`src/rtl/bsq_pkg.sv`:
```
`timescale 1ns/1ps
// Package: shared event type for the burst read sequencer.
// Assumes: one event per clock edge, decided from the pins sampled at that edge.
package bsq_pkg;

    typedef enum logic [1:0] {
        EV_IDLE    = 2'd0,   // no burst activity at this edge
        EV_LOAD    = 2'd1,   // take the external address
        EV_STEP    = 2'd2,   // advance the counter by one
        EV_RELEASE = 2'd3    // settling edge after an odd load
    } bsq_evt_e;

    // Classify one clock edge; a load outranks the settling edge.
    function automatic bsq_evt_e classify(input logic burst_act,
                                          input logic adv_n,
                                          input logic settle);
        if (!burst_act)
            return EV_IDLE;
        else if (!adv_n)
            return EV_LOAD;
        else if (settle)
            return EV_RELEASE;
        else
            return EV_STEP;
    endfunction

endpackage

```
`src/rtl/bsq_mode_dec.sv`:
```
`timescale 1ns/1ps
// Module: bsq_mode_dec
// Decodes the control pins into burst and random-read activity and the
// per-edge burst event. Assumes the pins are stable around the clock edge.
module bsq_mode_dec
    import bsq_pkg::*;
(
    input  logic     ce_n,
    input  logic     we_n,
    input  logic     async_sel,
    input  logic     adv_n,
    input  logic     settle,
    output logic     burst_act,
    output logic     async_act,
    output bsq_evt_e evt
);

    // Purpose: qualify the mode pins by chip enable and by read cycle.
    always_comb begin
        burst_act = !ce_n && we_n && !async_sel;
        async_act = !ce_n && we_n && async_sel;
        evt       = classify(burst_act, adv_n, settle);
    end

endmodule

```
`src/rtl/bsq_addr_ctrl.sv`:
```
`timescale 1ns/1ps
// Module: bsq_addr_ctrl
// Holds the burst counter, the odd-start settling flag and the registered
// read request. Assumes the events come from bsq_mode_dec.
module bsq_addr_ctrl
    import bsq_pkg::*;
#(
    parameter int ADDR_W = 17
) (
    input  logic              clk,
    input  logic              rst_n,
    input  bsq_evt_e          evt,
    input  logic [ADDR_W-1:0] load_addr,
    output logic [ADDR_W-1:0] cnt,
    output logic              settle,
    output logic              rd_q
);

    localparam logic [ADDR_W-1:0] ONE = ADDR_W'(1);

    // Purpose: update counter, settle flag and read request once per edge.
    always_ff @(posedge clk) begin
        if (!rst_n) begin
            cnt    <= '0;
            settle <= 1'b0;
            rd_q   <= 1'b0;
        end else begin
            case (evt)
                EV_LOAD: begin
                    cnt    <= load_addr;
                    settle <= load_addr[0];
                    rd_q   <= !load_addr[0];
                end
                EV_RELEASE: begin
                    settle <= 1'b0;
                    rd_q   <= 1'b1;
                end
                EV_STEP: begin
                    cnt    <= cnt + ONE;
                    rd_q   <= 1'b1;
                end
                default: begin
                    settle <= 1'b0;
                    rd_q   <= 1'b0;
                end
            endcase
        end
    end

    // an advance edge adds one, wrapping at the top.
    p_step_adds_one_r4: assert property (@(posedge clk) disable iff (!rst_n)
        (evt == EV_STEP) |=> (cnt == ADDR_W'($past(cnt) + ONE)));

    // an odd load defers its read by one edge.
    p_odd_defers_r5: assert property (@(posedge clk) disable iff (!rst_n)
        (evt == EV_LOAD && load_addr[0]) |=> (!rd_q && settle));

endmodule

```
`src/rtl/bsq_out_pipe.sv`:
```
`timescale 1ns/1ps
// Module: bsq_out_pipe
// Two-stage valid pipeline with the data output register. Stage one marks
// a word in the array, stage two a word on the outputs. Assumes the array
// returns data one cycle after its read strobe.
module bsq_out_pipe #(
    parameter int DATA_W = 16
) (
    input  logic              clk,
    input  logic              rst_n,
    input  logic              rd_now,
    input  logic              abort,
    input  logic [DATA_W-1:0] rdata,
    output logic [DATA_W-1:0] dq_q,
    output logic              vq
);

    logic v1;

    // Purpose: advance the valid flags and capture data, flushing on abort.
    always_ff @(posedge clk) begin
        if (!rst_n) begin
            v1   <= 1'b0;
            vq   <= 1'b0;
            dq_q <= '0;
        end else begin
            v1 <= rd_now && !abort;
            vq <= v1 && !abort;
            if (v1 && !abort)
                dq_q <= rdata;
        end
    end

    // nothing from the old burst is presented right after a load.
    p_abort_flushes_r10: assert property (@(posedge clk) disable iff (!rst_n)
        abort |=> !vq);

    // a read that survives two edges becomes a presented word.
    p_two_stage_r6: assert property (@(posedge clk) disable iff (!rst_n)
        (rd_now && !abort) ##1 !abort |=> vq);

endmodule

```
`src/rtl/burst_read_seq.sv`:
```
`timescale 1ns/1ps
// Module: burst_read_seq (top)
// Read path offering random-access and clocked linear burst reads of a
// synchronous array. Assumes the array answers one cycle after arr_rd and
// that the mode is not switched while burst reads are still in flight.
module burst_read_seq
    import bsq_pkg::*;
#(
    parameter int ADDR_W = 17,
    parameter int DATA_W = 16
) (
    input  logic              clk,
    input  logic              rst_n,
    input  logic              ce_n,
    input  logic              oe_n,
    input  logic              we_n,
    input  logic              async_sel,
    input  logic              adv_n,
    input  logic [ADDR_W-1:0] addr,
    output logic [ADDR_W-1:0] arr_addr,
    output logic              arr_rd,
    input  logic [DATA_W-1:0] arr_rdata,
    output logic [DATA_W-1:0] dq_out,
    output logic              dq_oe,
    output logic              dq_valid
);

    logic              burst_act;
    logic              async_act;
    logic              settle;
    logic              rd_q;
    logic [ADDR_W-1:0] burst_addr;
    bsq_evt_e          evt;

    bsq_mode_dec u_dec (
        .ce_n      (ce_n),
        .we_n      (we_n),
        .async_sel (async_sel),
        .adv_n     (adv_n),
        .settle    (settle),
        .burst_act (burst_act),
        .async_act (async_act),
        .evt       (evt)
    );

    bsq_addr_ctrl #(.ADDR_W(ADDR_W)) u_ctrl (
        .clk       (clk),
        .rst_n     (rst_n),
        .evt       (evt),
        .load_addr (addr),
        .cnt       (burst_addr),
        .settle    (settle),
        .rd_q      (rd_q)
    );

    // Purpose: steer the array address and read strobe by mode.
    always_comb begin
        arr_addr = async_act ? addr : burst_addr;
        arr_rd   = async_act || rd_q;
    end

    bsq_out_pipe #(.DATA_W(DATA_W)) u_pipe (
        .clk    (clk),
        .rst_n  (rst_n),
        .rd_now (arr_rd),
        .abort  (evt == EV_LOAD),
        .rdata  (arr_rdata),
        .dq_q   (dq_out),
        .vq     (dq_valid)
    );

    // Purpose: enable the data drivers only for a selected, enabled chip.
    always_comb dq_oe = !ce_n && !oe_n;

    // a load edge places the external address in the counter.
    p_load_takes_addr_r3: assert property (@(posedge clk) disable iff (!rst_n)
        (burst_act && !adv_n) |=> (burst_addr == $past(addr)));

    // random-mode cycles leave the counter alone.
    p_async_holds_cnt_r1: assert property (@(posedge clk) disable iff (!rst_n)
        (!ce_n && async_sel) |=> $stable(burst_addr));

    // deselected or write cycles leave the counter alone.
    p_inactive_holds_cnt_r2: assert property (@(posedge clk) disable iff (!rst_n)
        (ce_n || !we_n) |=> $stable(burst_addr));

endmodule

```
`config.mk`:
```
export PLATFORM = sky130hd
export DESIGN_NAME = burst_read_seq
export DESIGN_NICKNAME = d
export VERILOG_FILES = /design/src/rtl/bsq_pkg.sv /design/src/rtl/bsq_mode_dec.sv /design/src/rtl/bsq_addr_ctrl.sv /design/src/rtl/bsq_out_pipe.sv /design/src/rtl/burst_read_seq.sv
export SDC_FILE = /design/constraint.sdc
export NUM_CORES = 1
export LEC_CHECK = 0
export ABC_AREA = 1
export ABC_CLOCK_PERIOD_IN_PS = 1800
export CAP_MARGIN = 30
export CORE_MARGIN = 8
export CORE_UTILIZATION = 57
export DETAILED_ROUTE_END_ITERATION = 6
export DONT_BUFFER_PORTS = 1
export PLACE_DENSITY_LB_ADDON = 0.2
export SETUP_SLACK_MARGIN = 0.05
export SLEW_MARGIN = 10
export SYNTH_ARGS = -nofsm -noshare
export SYNTH_HDL_FRONTEND = slang
export SYNTH_SLANG_ARGS = --single-unit
```
`constraint.sdc`:
```
create_clock -name clk -period 1.8 [get_ports clk]
set_input_delay 0.27 -clock clk [delete_from_list [all_inputs] [get_ports clk]]
set_output_delay 0.27 -clock clk [all_outputs]
set_load 0.05 [all_outputs]
```
==> impl_metrics.csv <==
group,metric,value,unit
die,die_w,77.4,microns
die,fp.dieH,77.4,microns
drt,wirelength,5250,microns
critical_path,slowest_stage,"ha_1",
pwr,power.total,1.98,mW
timing,worstMarginPinSlew,566,ps
synthesis,synth_top_cell_area_share,34.5,%
place,place_ws,44.0,ps
pwr,irDropWorstVdd,0.897,mV
synthesis,syn_nets,387,
synthesis,yosysMostFrequentCell,"nand2_1",
die,placementRows,22,
drt,dr.pass1.iters,4,
global_route,grt_antenna_before_repair,0,
synthesis,yosys_warnings,0,
synthesis,netlist-cell-type-count,22,
job,drv_cap,0,
status,status,"finished clean",
synthesis,ys_seq_elements,37,
die,coreArea,0.00363,sq mm
synthesis,netlist_top_cells_area,"dfxtp_1 (34%), nand2_1 (12%), o21ai_0 (11%), nor2_1 (8.6%), inv_1 (7.7%)",
place,place_hpwl,3940,microns
timing,relSlewSlack,62.3,%
timing,final.setup_skew,6.86,ps
global_route,overflow,0,
global_route,grt_usage,17.5,%
critical_path,worstPathRequired,1960,ps
timing,rsz0062_at_grt,"no",
drt,drc,0,
critical_path,critPathBufInv,1,
place,gp_congestion,0.897,
clock_tree,cts_tree,"built",
drt,drt_iter0_markers,119,
timing,finalSetupViolCount,0,
pwr,power_leakage,0.996,nW
final_layout,finalNonFillerCells,409,
clock_tree,clkTransAtPathRegs,80,ps
timing,period_share,89.9,%
drt,vias_per_cell,5.26,
timing,setup_slack,182,ps
drt,ant_nets,0,
pwr,power_density,808,mW/mm^2
critical_path,crit_type,"reg -> reg",
timing,hold_viol,0,
final_layout,drive_above_1_share,14.4,%
clock_tree,h-tree-depth,2,
final_layout,antennaDiodeCount,0,
clock_tree,worstSkewPairLatency,300,ps
clock_tree,cts_sinks,37,
synthesis,syn_inst,343,
place,portBuffers,0,
synthesis,synth_top_flop_cell,"dfxtp_1",
critical_path,worstPathArrival,1770,ps
final_layout,syn_to_final_growth,14.3,%
global_route,grt_start_max_net_pins,36,
drt,avgRoutedWirePerCell,12.8,microns
global_route,grt_pass1_vias,2004,
critical_path,reg2reg_slack,180,ps
place,placed_cells,401,
synthesis,synth_edf_count,0,
timing,holdWs,99.2,ps
die,initial_utilization,59.1,%
timing,max_freq,618,MHz
clock_tree,cts_buffers,5,
clock_tree,post_cts_buffers,0,
timing,slew_viol_final,0,
synthesis,yosysTopAreaCell,"dfxtp_1",
die,pin_count,76,
critical_path,start_kind,"register",
clock_tree,cts.path.max_buffers,2,
synthesis,synth_area_per_cell,6.26,sq um
global_route,grt_pass1_wl,8840,microns
clock_tree,root_buffer,"clkbuf_8",
critical_path,crit_chain,"o21ai_1 > ha_1 > inv_2 > o21ai_0 > a211oi_1",
synthesis,syn_area,0.00215,sq mm
synthesis,ys_async_sr_fraction,0,%
critical_path,critPathCaptureType,"register",
synthesis,synth_common_cells,"nand2_1 (67), nor2_1 (49), o21ai_0 (46)",
drt,vias,2153,
die,dieArea,0.00599,sq mm
critical_path,slowest_delay,350,ps
final_layout,layout.nets,404,
timing,min_period,1620,ps
synthesis,yosysSeqAreaShare,34.5,%
hold_path,hp-class,"in -> reg",
critical_path,critPathTopFamily,"compound AO/OA/AOI/OAI gates",
critical_path,cp_max_fo,19,
-- placed cells by master (no fill, tap or decap), drive strengths merged --
master and count:
clkinv 1, o221ai 1, o211ai 2, ha 4
o22ai 1, bufinv 1, o21ai 46, clkinvlp 1
nor3 1, buf 24, a21oi 28, nand4 4
nand2 73, dfxtp 37, a211oi 4, nor2 57
nand3 22, inv 49, clkbuf 5
-- worst register-to-register path, stage by stage (launching register included) --
cell,delay [ps]
dfxtp_1,310
o21ai_1,230
ha_1,350
inv_2,210
o21ai_0,260
a211oi_1,110
-- flip-flops by register name, indices dropped and copies added (netlist names) --
signal and flops:
u_ctrl.rd_q 1, u_pipe.vq 1, u_ctrl.settle 1, u_pipe.dq_q 16, u_ctrl.cnt 17, u_pipe.v1 1
-- per-layer routing --
layer  routed length (microns)  vias to the layer above  GRT usage, %
met2                      2370                       76          28.4
met5                         0                        -             0
met3                       650                        7          8.87
li1                          -                     1128             -
met4                        63                        0          6.60
met1                      2170                      942          19.1
-- what timing repair did --
| item | in CTS | in global routing |
|---|---|---|
| hold buffers | 0 | 0 |
| endpoints found under the hold margin | 0 | 0 |
| setup endpoints to repair | 0 | 27 |
| gates resized for setup | 0 | 1 |
-- power breakdown --
group	leakage, nW	internal (mW)	switching [mW]
Sequential	0.301	0.853	0.0851
Combinational	0.640	0.0986	0.216
Clock	0.0543	0.415	0.317
Total	0.996	1.37	0.618
-- path summary, 6_finish.rpt --
check,from,endpoint,cells after the start
worst max-delay path,u_ctrl.settle$_SDFFE_PN0P_,u_ctrl.cnt[3]$_SDFFE_PN0P_,5
worst min-delay path,rst_n,u_ctrl.cnt[0]$_SDFFE_PN0P_,2
worst max register to register,u_ctrl.settle$_SDFFE_PN0P_,u_ctrl.cnt[3]$_SDFFE_PN0P_,5
worst min register to register,u_ctrl.settle$_SDFFE_PN0P_,u_ctrl.settle$_SDFFE_PN0P_,2
-- stage by stage --
stage	util, %	cell area (sq um)	TNS (ps)
after floorplan	-	2150	-4220
after global placement	64.4	2340	0
after detailed placement	64.4	2340	0
after CTS	67.6	2450	0
after global routing	67.6	2450	0
final	67.6	2450	0
-- area by class of cell --
| class | instances | area [sq um] |
|---|---|---|
| clock inverter | 3 | 46.3 |
| clock buffer | 5 | 68.8 |
| sequential | 37 | 741 |
| fill | 375 | 1180 |
| multi-input combinational | 243 | 1160 |
| timing repair buffer | 24 | 193 |
| tap | 48 | 60.1 |
| inverter | 49 | 184 |
-- kinds of logic (layout without fill, tap and decap cells) --
logic type / after synthesis / after routing / share of synthesized area [%]
AOI/OAI and AO/OA: 82 / 82 / 20.2
adders and majority gates: 4 / 4 / 2.33
buffers and inverters: 63 / 81 / 11.4
DFF: 37 / 37 / 34.5
and+or+nand+nor: 157 / 157 / 31.6
(Power assumes the default switching activity.)
